$ cat src/rtl/spi_cs_pkg.sv
// Shared types for the clock-stop serial master.
// Assumes nothing beyond IEEE 1800-2017.
package spi_cs_pkg;
    typedef enum logic [1:0] {
        SQ_IDLE = 2'd0,
        SQ_LEAD = 2'd1,
        SQ_ACT  = 2'd2,
        SQ_REST = 2'd3
    } seq_st_t;
endpackage

$ cat src/rtl/spi_cs_tick.sv
// Base tick source S: either a toggle giving one tick every two system
// clocks (phase restarted on word accept) or an external enable pulse.
// Assumes src_int is held steady during a transfer.
module spi_cs_tick (
    input  logic clk,
    input  logic rst_n,
    input  logic src_int,
    input  logic ext_en,
    input  logic restart,
    output logic tick
);
    logic half;

    // Half-rate toggle, realigned when a word is accepted.
    always_ff @(posedge clk) begin
        if (!rst_n)       half <= 1'b0;
        else if (restart) half <= 1'b0;
        else              half <= ~half;
    end

    assign tick = src_int ? half : ext_en;
endmodule

$ cat src/rtl/spi_cs_seq.sv
// Transfer sequencer: owns select, serial clock level and phase timing.
// Counts S ticks for the lead period, the phase after each sampling edge
// (A ticks) and the phase after each shifting edge (B ticks).
// Assumes cpol/div_val/word_len are only changed while idle.
module spi_cs_seq
    import spi_cs_pkg::*;
#(
    parameter int DIV_W = 8,
    parameter int LEN_W = 6
) (
    input  logic             clk,
    input  logic             rst_n,
    input  logic             tick,
    input  logic             cpol,
    input  logic [DIV_W-1:0] div_val,
    input  logic [LEN_W-1:0] len_c,
    input  logic             tx_valid,
    output logic             tx_ready,
    output logic             accept,
    output logic             smp,
    output logic             last_smp,
    output logic             shf,
    output logic             rel,
    output logic             sclk,
    output logic             sel_n
);
    localparam int CW = DIV_W + 1;

    seq_st_t          st;
    logic [CW-1:0]    cnt;
    logic [CW-1:0]    act_q;
    logic [CW-1:0]    rst_q;
    logic [LEN_W-1:0] bits;
    logic             pol_q;
    logic             done;
    logic [DIV_W-1:0] div_eff;
    logic [CW-1:0]    per_w;
    logic [CW-1:0]    act_w;

    // Phase widths from the effective divide value (0 acts as 1).
    always_comb begin
        div_eff = (div_val == '0) ? DIV_W'(1) : div_val;
        per_w   = CW'(div_eff) + CW'(1);
        act_w   = (CW'(div_eff) + CW'(2)) >> 1;
    end

    // Strobes for the shifter, decoded from state and tick.
    always_comb begin
        done     = tick && (cnt == CW'(1));
        tx_ready = (st == SQ_IDLE);
        accept   = tx_ready && tx_valid;
        smp      = done && ((st == SQ_LEAD) || (st == SQ_REST && bits != '0));
        last_smp = smp && (bits == LEN_W'(1));
        shf      = done && (st == SQ_ACT) && (bits != '0);
        rel      = done && (st == SQ_REST) && (bits == '0);
    end

    // Main sequencing of select, clock level and tick counter.
    always_ff @(posedge clk) begin
        if (!rst_n) begin
            st    <= SQ_IDLE;
            sel_n <= 1'b1;
            sclk  <= cpol;
            pol_q <= cpol;
            cnt   <= '0;
            bits  <= '0;
            act_q <= '0;
            rst_q <= '0;
        end else begin
            case (st)
                SQ_IDLE: begin
                    sclk <= cpol;
                    if (accept) begin
                        sel_n <= 1'b0;
                        pol_q <= cpol;
                        cnt   <= per_w;
                        act_q <= act_w;
                        rst_q <= per_w - act_w;
                        bits  <= len_c;
                        st    <= SQ_LEAD;
                    end
                end
                SQ_LEAD: begin
                    if (done) begin
                        sclk <= ~pol_q;
                        cnt  <= act_q;
                        bits <= bits - LEN_W'(1);
                        st   <= SQ_ACT;
                    end else if (tick) begin
                        cnt <= cnt - CW'(1);
                    end
                end
                SQ_ACT: begin
                    if (done) begin
                        sclk <= pol_q;
                        cnt  <= rst_q;
                        st   <= SQ_REST;
                    end else if (tick) begin
                        cnt <= cnt - CW'(1);
                    end
                end
                default: begin
                    if (done) begin
                        if (bits == '0) begin
                            sel_n <= 1'b1;
                            st    <= SQ_IDLE;
                        end else begin
                            sclk <= ~pol_q;
                            cnt  <= act_q;
                            bits <= bits - LEN_W'(1);
                            st   <= SQ_ACT;
                        end
                    end else if (tick) begin
                        cnt <= cnt - CW'(1);
                    end
                end
            endcase
        end
    end

    AST_SCLK_HOLD: assert property (@(posedge clk) disable iff (!rst_n)
        (st != SQ_IDLE && !tick) |=> $stable(sclk));
    AST_SEL_FALL_REST: assert property (@(posedge clk) disable iff (!rst_n)
        $fell(sel_n) |-> (sclk == pol_q));
    AST_READY_IDLE: assert property (@(posedge clk) disable iff (!rst_n)
        !sel_n |-> !tx_ready);
endmodule

$ cat src/rtl/spi_cs_shift.sv
// Data path: transmit shifter (MSB out first), receive shifter and
// output-enable for the data line. Driven by sequencer strobes.
// Assumes len is already clamped to MIN..MAX_LEN.
module spi_cs_shift #(
    parameter int MAX_LEN = 32,
    parameter int LEN_W   = 6
) (
    input  logic               clk,
    input  logic               rst_n,
    input  logic               load,
    input  logic [MAX_LEN-1:0] tx_data,
    input  logic [LEN_W-1:0]   len,
    input  logic               shift,
    input  logic               sample,
    input  logic               last,
    input  logic               release_i,
    input  logic               dr,
    output logic               dx_o,
    output logic               dx_oe,
    output logic [MAX_LEN-1:0] rx_data,
    output logic               rx_valid
);
    logic [MAX_LEN-1:0] txs;
    logic [MAX_LEN-1:0] rxs;
    logic [LEN_W-1:0]   sh;

    // Left-align the word so its MSB sits at the top of the shifter.
    assign sh = LEN_W'(MAX_LEN) - len;

    // Transmit shifter and line enable.
    always_ff @(posedge clk) begin
        if (!rst_n) begin
            txs   <= '0;
            dx_oe <= 1'b0;
        end else if (load) begin
            txs   <= tx_data << sh;
            dx_oe <= 1'b1;
        end else begin
            if (shift)     txs   <= txs << 1;
            if (release_i) dx_oe <= 1'b0;
        end
    end

    // Receive shifter with one-cycle completion strobe.
    always_ff @(posedge clk) begin
        if (!rst_n) begin
            rxs      <= '0;
            rx_data  <= '0;
            rx_valid <= 1'b0;
        end else begin
            rx_valid <= 1'b0;
            if (load) begin
                rxs <= '0;
            end else if (sample) begin
                rxs <= {rxs[MAX_LEN-2:0], dr};
                if (last) begin
                    rx_data  <= {rxs[MAX_LEN-2:0], dr};
                    rx_valid <= 1'b1;
                end
            end
        end
    end

    assign dx_o = txs[MAX_LEN-1];

    AST_RXV_ONE: assert property (@(posedge clk) disable iff (!rst_n)
        rx_valid |=> !rx_valid);
endmodule

$ cat src/rtl/spi_cs_master.sv
// Clock-stop serial master top: clamps word length, wires tick source,
// sequencer and shifter. Assumes configuration is static while busy.
module spi_cs_master #(
    parameter int MAX_LEN = 32,
    parameter int MIN_LEN = 8,
    parameter int DIV_W   = 8,
    parameter int LEN_W   = $clog2(MAX_LEN + 1)
) (
    input  logic               clk,
    input  logic               rst_n,
    input  logic               src_int,
    input  logic               ext_en,
    input  logic [DIV_W-1:0]   div_val,
    input  logic               cpol,
    input  logic [LEN_W-1:0]   word_len,
    input  logic               tx_valid,
    input  logic [MAX_LEN-1:0] tx_data,
    output logic               tx_ready,
    output logic               rx_valid,
    output logic [MAX_LEN-1:0] rx_data,
    output logic               busy,
    output logic               sclk,
    output logic               sel_n,
    output logic               dx_o,
    output logic               dx_oe,
    input  logic               dr
);
    logic             tick;
    logic             accept;
    logic             smp;
    logic             last_smp;
    logic             shf;
    logic             rel;
    logic [LEN_W-1:0] len_c;

    // Clamp the requested word length into the supported range.
    always_comb begin
        if (word_len < LEN_W'(MIN_LEN))      len_c = LEN_W'(MIN_LEN);
        else if (word_len > LEN_W'(MAX_LEN)) len_c = LEN_W'(MAX_LEN);
        else                                 len_c = word_len;
    end

    spi_cs_tick u_tick (
        .clk     (clk),
        .rst_n   (rst_n),
        .src_int (src_int),
        .ext_en  (ext_en),
        .restart (accept),
        .tick    (tick)
    );

    spi_cs_seq #(.DIV_W(DIV_W), .LEN_W(LEN_W)) u_seq (
        .clk      (clk),
        .rst_n    (rst_n),
        .tick     (tick),
        .cpol     (cpol),
        .div_val  (div_val),
        .len_c    (len_c),
        .tx_valid (tx_valid),
        .tx_ready (tx_ready),
        .accept   (accept),
        .smp      (smp),
        .last_smp (last_smp),
        .shf      (shf),
        .rel      (rel),
        .sclk     (sclk),
        .sel_n    (sel_n)
    );

    spi_cs_shift #(.MAX_LEN(MAX_LEN), .LEN_W(LEN_W)) u_shift (
        .clk       (clk),
        .rst_n     (rst_n),
        .load      (accept),
        .tx_data   (tx_data),
        .len       (len_c),
        .shift     (shf),
        .sample    (smp),
        .last      (last_smp),
        .release_i (rel),
        .dr        (dr),
        .dx_o      (dx_o),
        .dx_oe     (dx_oe),
        .rx_data   (rx_data),
        .rx_valid  (rx_valid)
    );

    assign busy = ~sel_n;

    AST_OE_SEL: assert property (@(posedge clk) disable iff (!rst_n)
        dx_oe == !sel_n);
endmodule

$ cat config.mk
export PLATFORM = sky130hd
export DESIGN_NAME = spi_cs_master
export DESIGN_NICKNAME = d
export VERILOG_FILES = /design/src/rtl/spi_cs_pkg.sv /design/src/rtl/spi_cs_tick.sv /design/src/rtl/spi_cs_seq.sv /design/src/rtl/spi_cs_shift.sv /design/src/rtl/spi_cs_master.sv
export SDC_FILE = /design/constraint.sdc
export NUM_CORES = 1
export LEC_CHECK = 0
export BUFFER_PORTS_ARGS = -buffer_cell sky130_fd_sc_hd__buf_2
export CORE_MARGIN = 4
export CORE_UTILIZATION = 60
export CTS_CLUSTER_DIAMETER = 40
export DETAILED_ROUTE_END_ITERATION = 8
export PLACE_DENSITY = 0.93
export SKIP_CTS_REPAIR_TIMING = 1
export SLEW_MARGIN = 15
export SYNTH_ARGS = -nofsm -noshare
export SYNTH_HDL_FRONTEND = slang
export SYNTH_HIERARCHICAL = 1
export SYNTH_SLANG_ARGS = --single-unit
$ cat constraint.sdc
create_clock -name clk -period 4 [get_ports clk]
set_input_delay 0.6 -clock clk [delete_from_list [all_inputs] [get_ports clk]]
set_output_delay 0.6 -clock clk [all_outputs]
set_load 0.01 [all_outputs]
==> impl_metrics.env <==
export IMPL_synth_top_cell_area_share=0.316
export IMPL_power_density_nw_per_um2=583
export IMPL_synth_area_top_cells="dfxtp_1, mux4_2, mux2i_1"
export IMPL_grt_max_degree=64
export IMPL_ys_warn_count=6
export IMPL_min_period_over_period=0.800
export IMPL_yosysTopAreaCell="dfxtp_1"
export IMPL_synth_avg_cell_area_sq_um=8.63
export IMPL_cts_path_max_buffers=2
export IMPL_period_minus_slack_ns=3.20
export IMPL_avgRoutedWirePerCell_microns=17.5
export IMPL_overflow=0
export IMPL_antenna_found_initial=0
export IMPL_die_y_microns=127
export IMPL_crit_type="in -> reg"
export IMPL_cap_violations=0
export IMPL_post_dp_hpwl_microns=14400
export IMPL_hold_path_class="in -> reg"
export IMPL_antenna_left=0
export IMPL_worst_pin_slew_ns=1.22
export IMPL_synthCells=978
export IMPL_setup_viol_count_final=0
export IMPL_postSynthNetCount=1051
export IMPL_worstSetupEndpointType="register"
export IMPL_ys_ff_latch=135
export IMPL_layout_cells_non_filler=1223
export IMPL_cts_tree="built"
export IMPL_fmax_ghz=0.312
export IMPL_cts_root_buf="clkbuf_16"
export IMPL_track_usage=0.258
export IMPL_layout_drive_gt1_share=0.192
export IMPL_synth_cell_types=74
export IMPL_layout_core_utilization=0.691
export IMPL_initial_utilization=0.610
export IMPL_drt_iter0_drc=1063
export IMPL_htree_num_levels=4
export IMPL_synthXorXnorAreaFrac=0.0311
export IMPL_power_mw=5.56
export IMPL_clk_pin_slew_worst_paths_ns=0.06
export IMPL_worstPathArrival_ns=3.50
export IMPL_nNetsFinal=1104
export IMPL_max_slew_margin_rel=0.186
export IMPL_critPathLaunchType="primary input"
export IMPL_core_area_sq_um=13800
export IMPL_outcome="completed"
export IMPL_die_w_microns=127
export IMPL_fin_worst_skew_ns=0.00950
export IMPL_rsz0062_at_grt="false"
export IMPL_ys_async_sr_fraction=0
export IMPL_vias=7847
export IMPL_first_pass_iters=7
export IMPL_cts_buffers=17
export IMPL_finalSetupTns_ns=0
export IMPL_synth_compound_area_share=0.201
export IMPL_synth_area_sq_um=8440
export IMPL_num_io_pins=92
export IMPL_cts_sinks=135
export IMPL_synth_ff_type="dfxtp_1"
export IMPL_drc=0
export IMPL_insertion_delay_ns=0.41
export IMPL_area_delta_synth_final_pct=13.2
export IMPL_peakVddDrop_mv=0.373
export IMPL_rows=43
export IMPL_wirelength_microns=21400
export IMPL_synth_most_common_cell="dfxtp_1"
export IMPL_synth_adder_area_share=0.0306
export IMPL_cp_max_fo=28
export IMPL_cp_required_ns=4.30
export IMPL_ys_seq_area_frac=0.323
export IMPL_p_leak_nw=3.67
export IMPL_dp_cells=1192
export IMPL_grt_pass1_wl_microns=34600
export IMPL_final_hold_violation_count=0
export IMPL_synthMuxAreaShare=0.183
export IMPL_viasPerCell=6.42
export IMPL_final_max_slew_viol_count=0
export IMPL_synth_top_family_by_area="compound AO/OA/AOI/OAI gates"
export IMPL_synth_edff_count=2
export IMPL_grt_pass1_vias=7125
export IMPL_diodes=0
export IMPL_synth_simple_area_share=0.163
export IMPL_die_area_sq_um=16000
export IMPL_gp_congestion=0.922
export IMPL_portBuffers=91
export IMPL_fillers=1030
export IMPL_ys_top_cells_by_count="dfxtp_1, nand2_1, nor2_1"
==> worst paths after layout <==
kind                                                from                            to  slack (ns)  depth (start not counted)
worst max register to register  u_seq/st[0]$_SDFFE_PN0P_     u_seq/cnt[1]$_SDFFE_PN0P_        0.91                          8
worst min register to register    u_tick/half$_SDFF_PP0_        u_tick/half$_SDFF_PP0_        0.42                          1
worst min-delay path                                cpol         u_seq/pol_q$_DFFE_PP_        0.41                          1
worst max-delay path                         word_len[5]  u_shift/txs[24]$_SDFFE_PN0P_        0.80                         10
==> worst max-delay path, cell delays in order <==
cell and delay (ns):
buf_2 0.17, nor3b_2 0.22, inv_1 0.18, ha_2 0.63, buf_12 0.25, mux2i_1 0.38, mux2i_1 0.17, mux4_1 0.57
a221oi_2 0.25, nor2_1 0.06
==> stage by stage <==
stage	setup WS (ns)	hold slack, ns	instance area (sq um)
after global placement	0.616	0.407	8920
after detailed placement	0.453	0.416	8920
final	0.799	0.412	9550
after floorplan	0.629	0.398	8440
after global routing	0.650	0.389	9550
after CTS	0.890	0.394	9550
==> cell type report <==
class / instances / area (sq um) / share of cell area
Inverter: 50 / 188 / 0.0197
Timing Repair Buffer: 112 / 626 / 0.0655
Clock buffer: 20 / 458 / 0.0480
Sequential cell: 135 / 2720 / 0.285
Multi-Input combinational cell: 715 / 5160 / 0.540
Clock inverter: 11 / 173 / 0.0181
Tap cell: 180 / 225 / 0.0236
==> registers in the layout, indices dropped and copies added, names as in the netlist, 2 cells and up <==
| register | flops |
|---|---|
| u_shift/txs | 32 |
| u_shift/rxs | 31 |
| u_seq/cnt | 9 |
| u_seq/rst_q | 9 |
| u_shift/rx_data | 32 |
| u_seq/st | 2 |
| u_seq/bits | 6 |
| u_seq/act_q | 8 |
==> kinds of logic after synthesis <==
group / after synthesis
AND/OR/NAND/NOR: 305
AO/OA/AOI/OAI: 259
flip-flops: 135
buffers and inverters: 128
multiplexers: 104
XOR/XNOR: 27
adder cells (fa/ha/maj): 20
==> power breakdown <==
part	total, mW	internal, mW	switching (mW)
Sequential	1.80	1.60	0.203
Clock	1.66	1.08	0.577
Combinational	2.11	0.809	1.30
Total	5.56	3.49	2.08
==> metal layers <==
layer	global-route usage	wire (microns)	vias up	share of wire
li1	-	-	3605	-
met1	0.348	9040	3717	0.42
met2	0.406	9910	461	0.46
met3	0.0602	1940	64	0.091
met4	0.0940	525	0	0.025
met5	0	0	-	0
==> cells in the final DEF (no fill, tap or decap), drive strengths merged, types with 11 or more instances in the layout <==
cell type,count
nand2,114
mux4,36
a31oi,23
mux2,13
mux2i,55
ha,19
a21oi,67
clkbuf,20
a211oi,14
inv,48
a21boi,33
nor2b,12
nand3,22
xnor2,17
dfxtp,133
nor3,11
buf,112
o21ai,61
nor2,106
(Power assumes the default switching activity.)
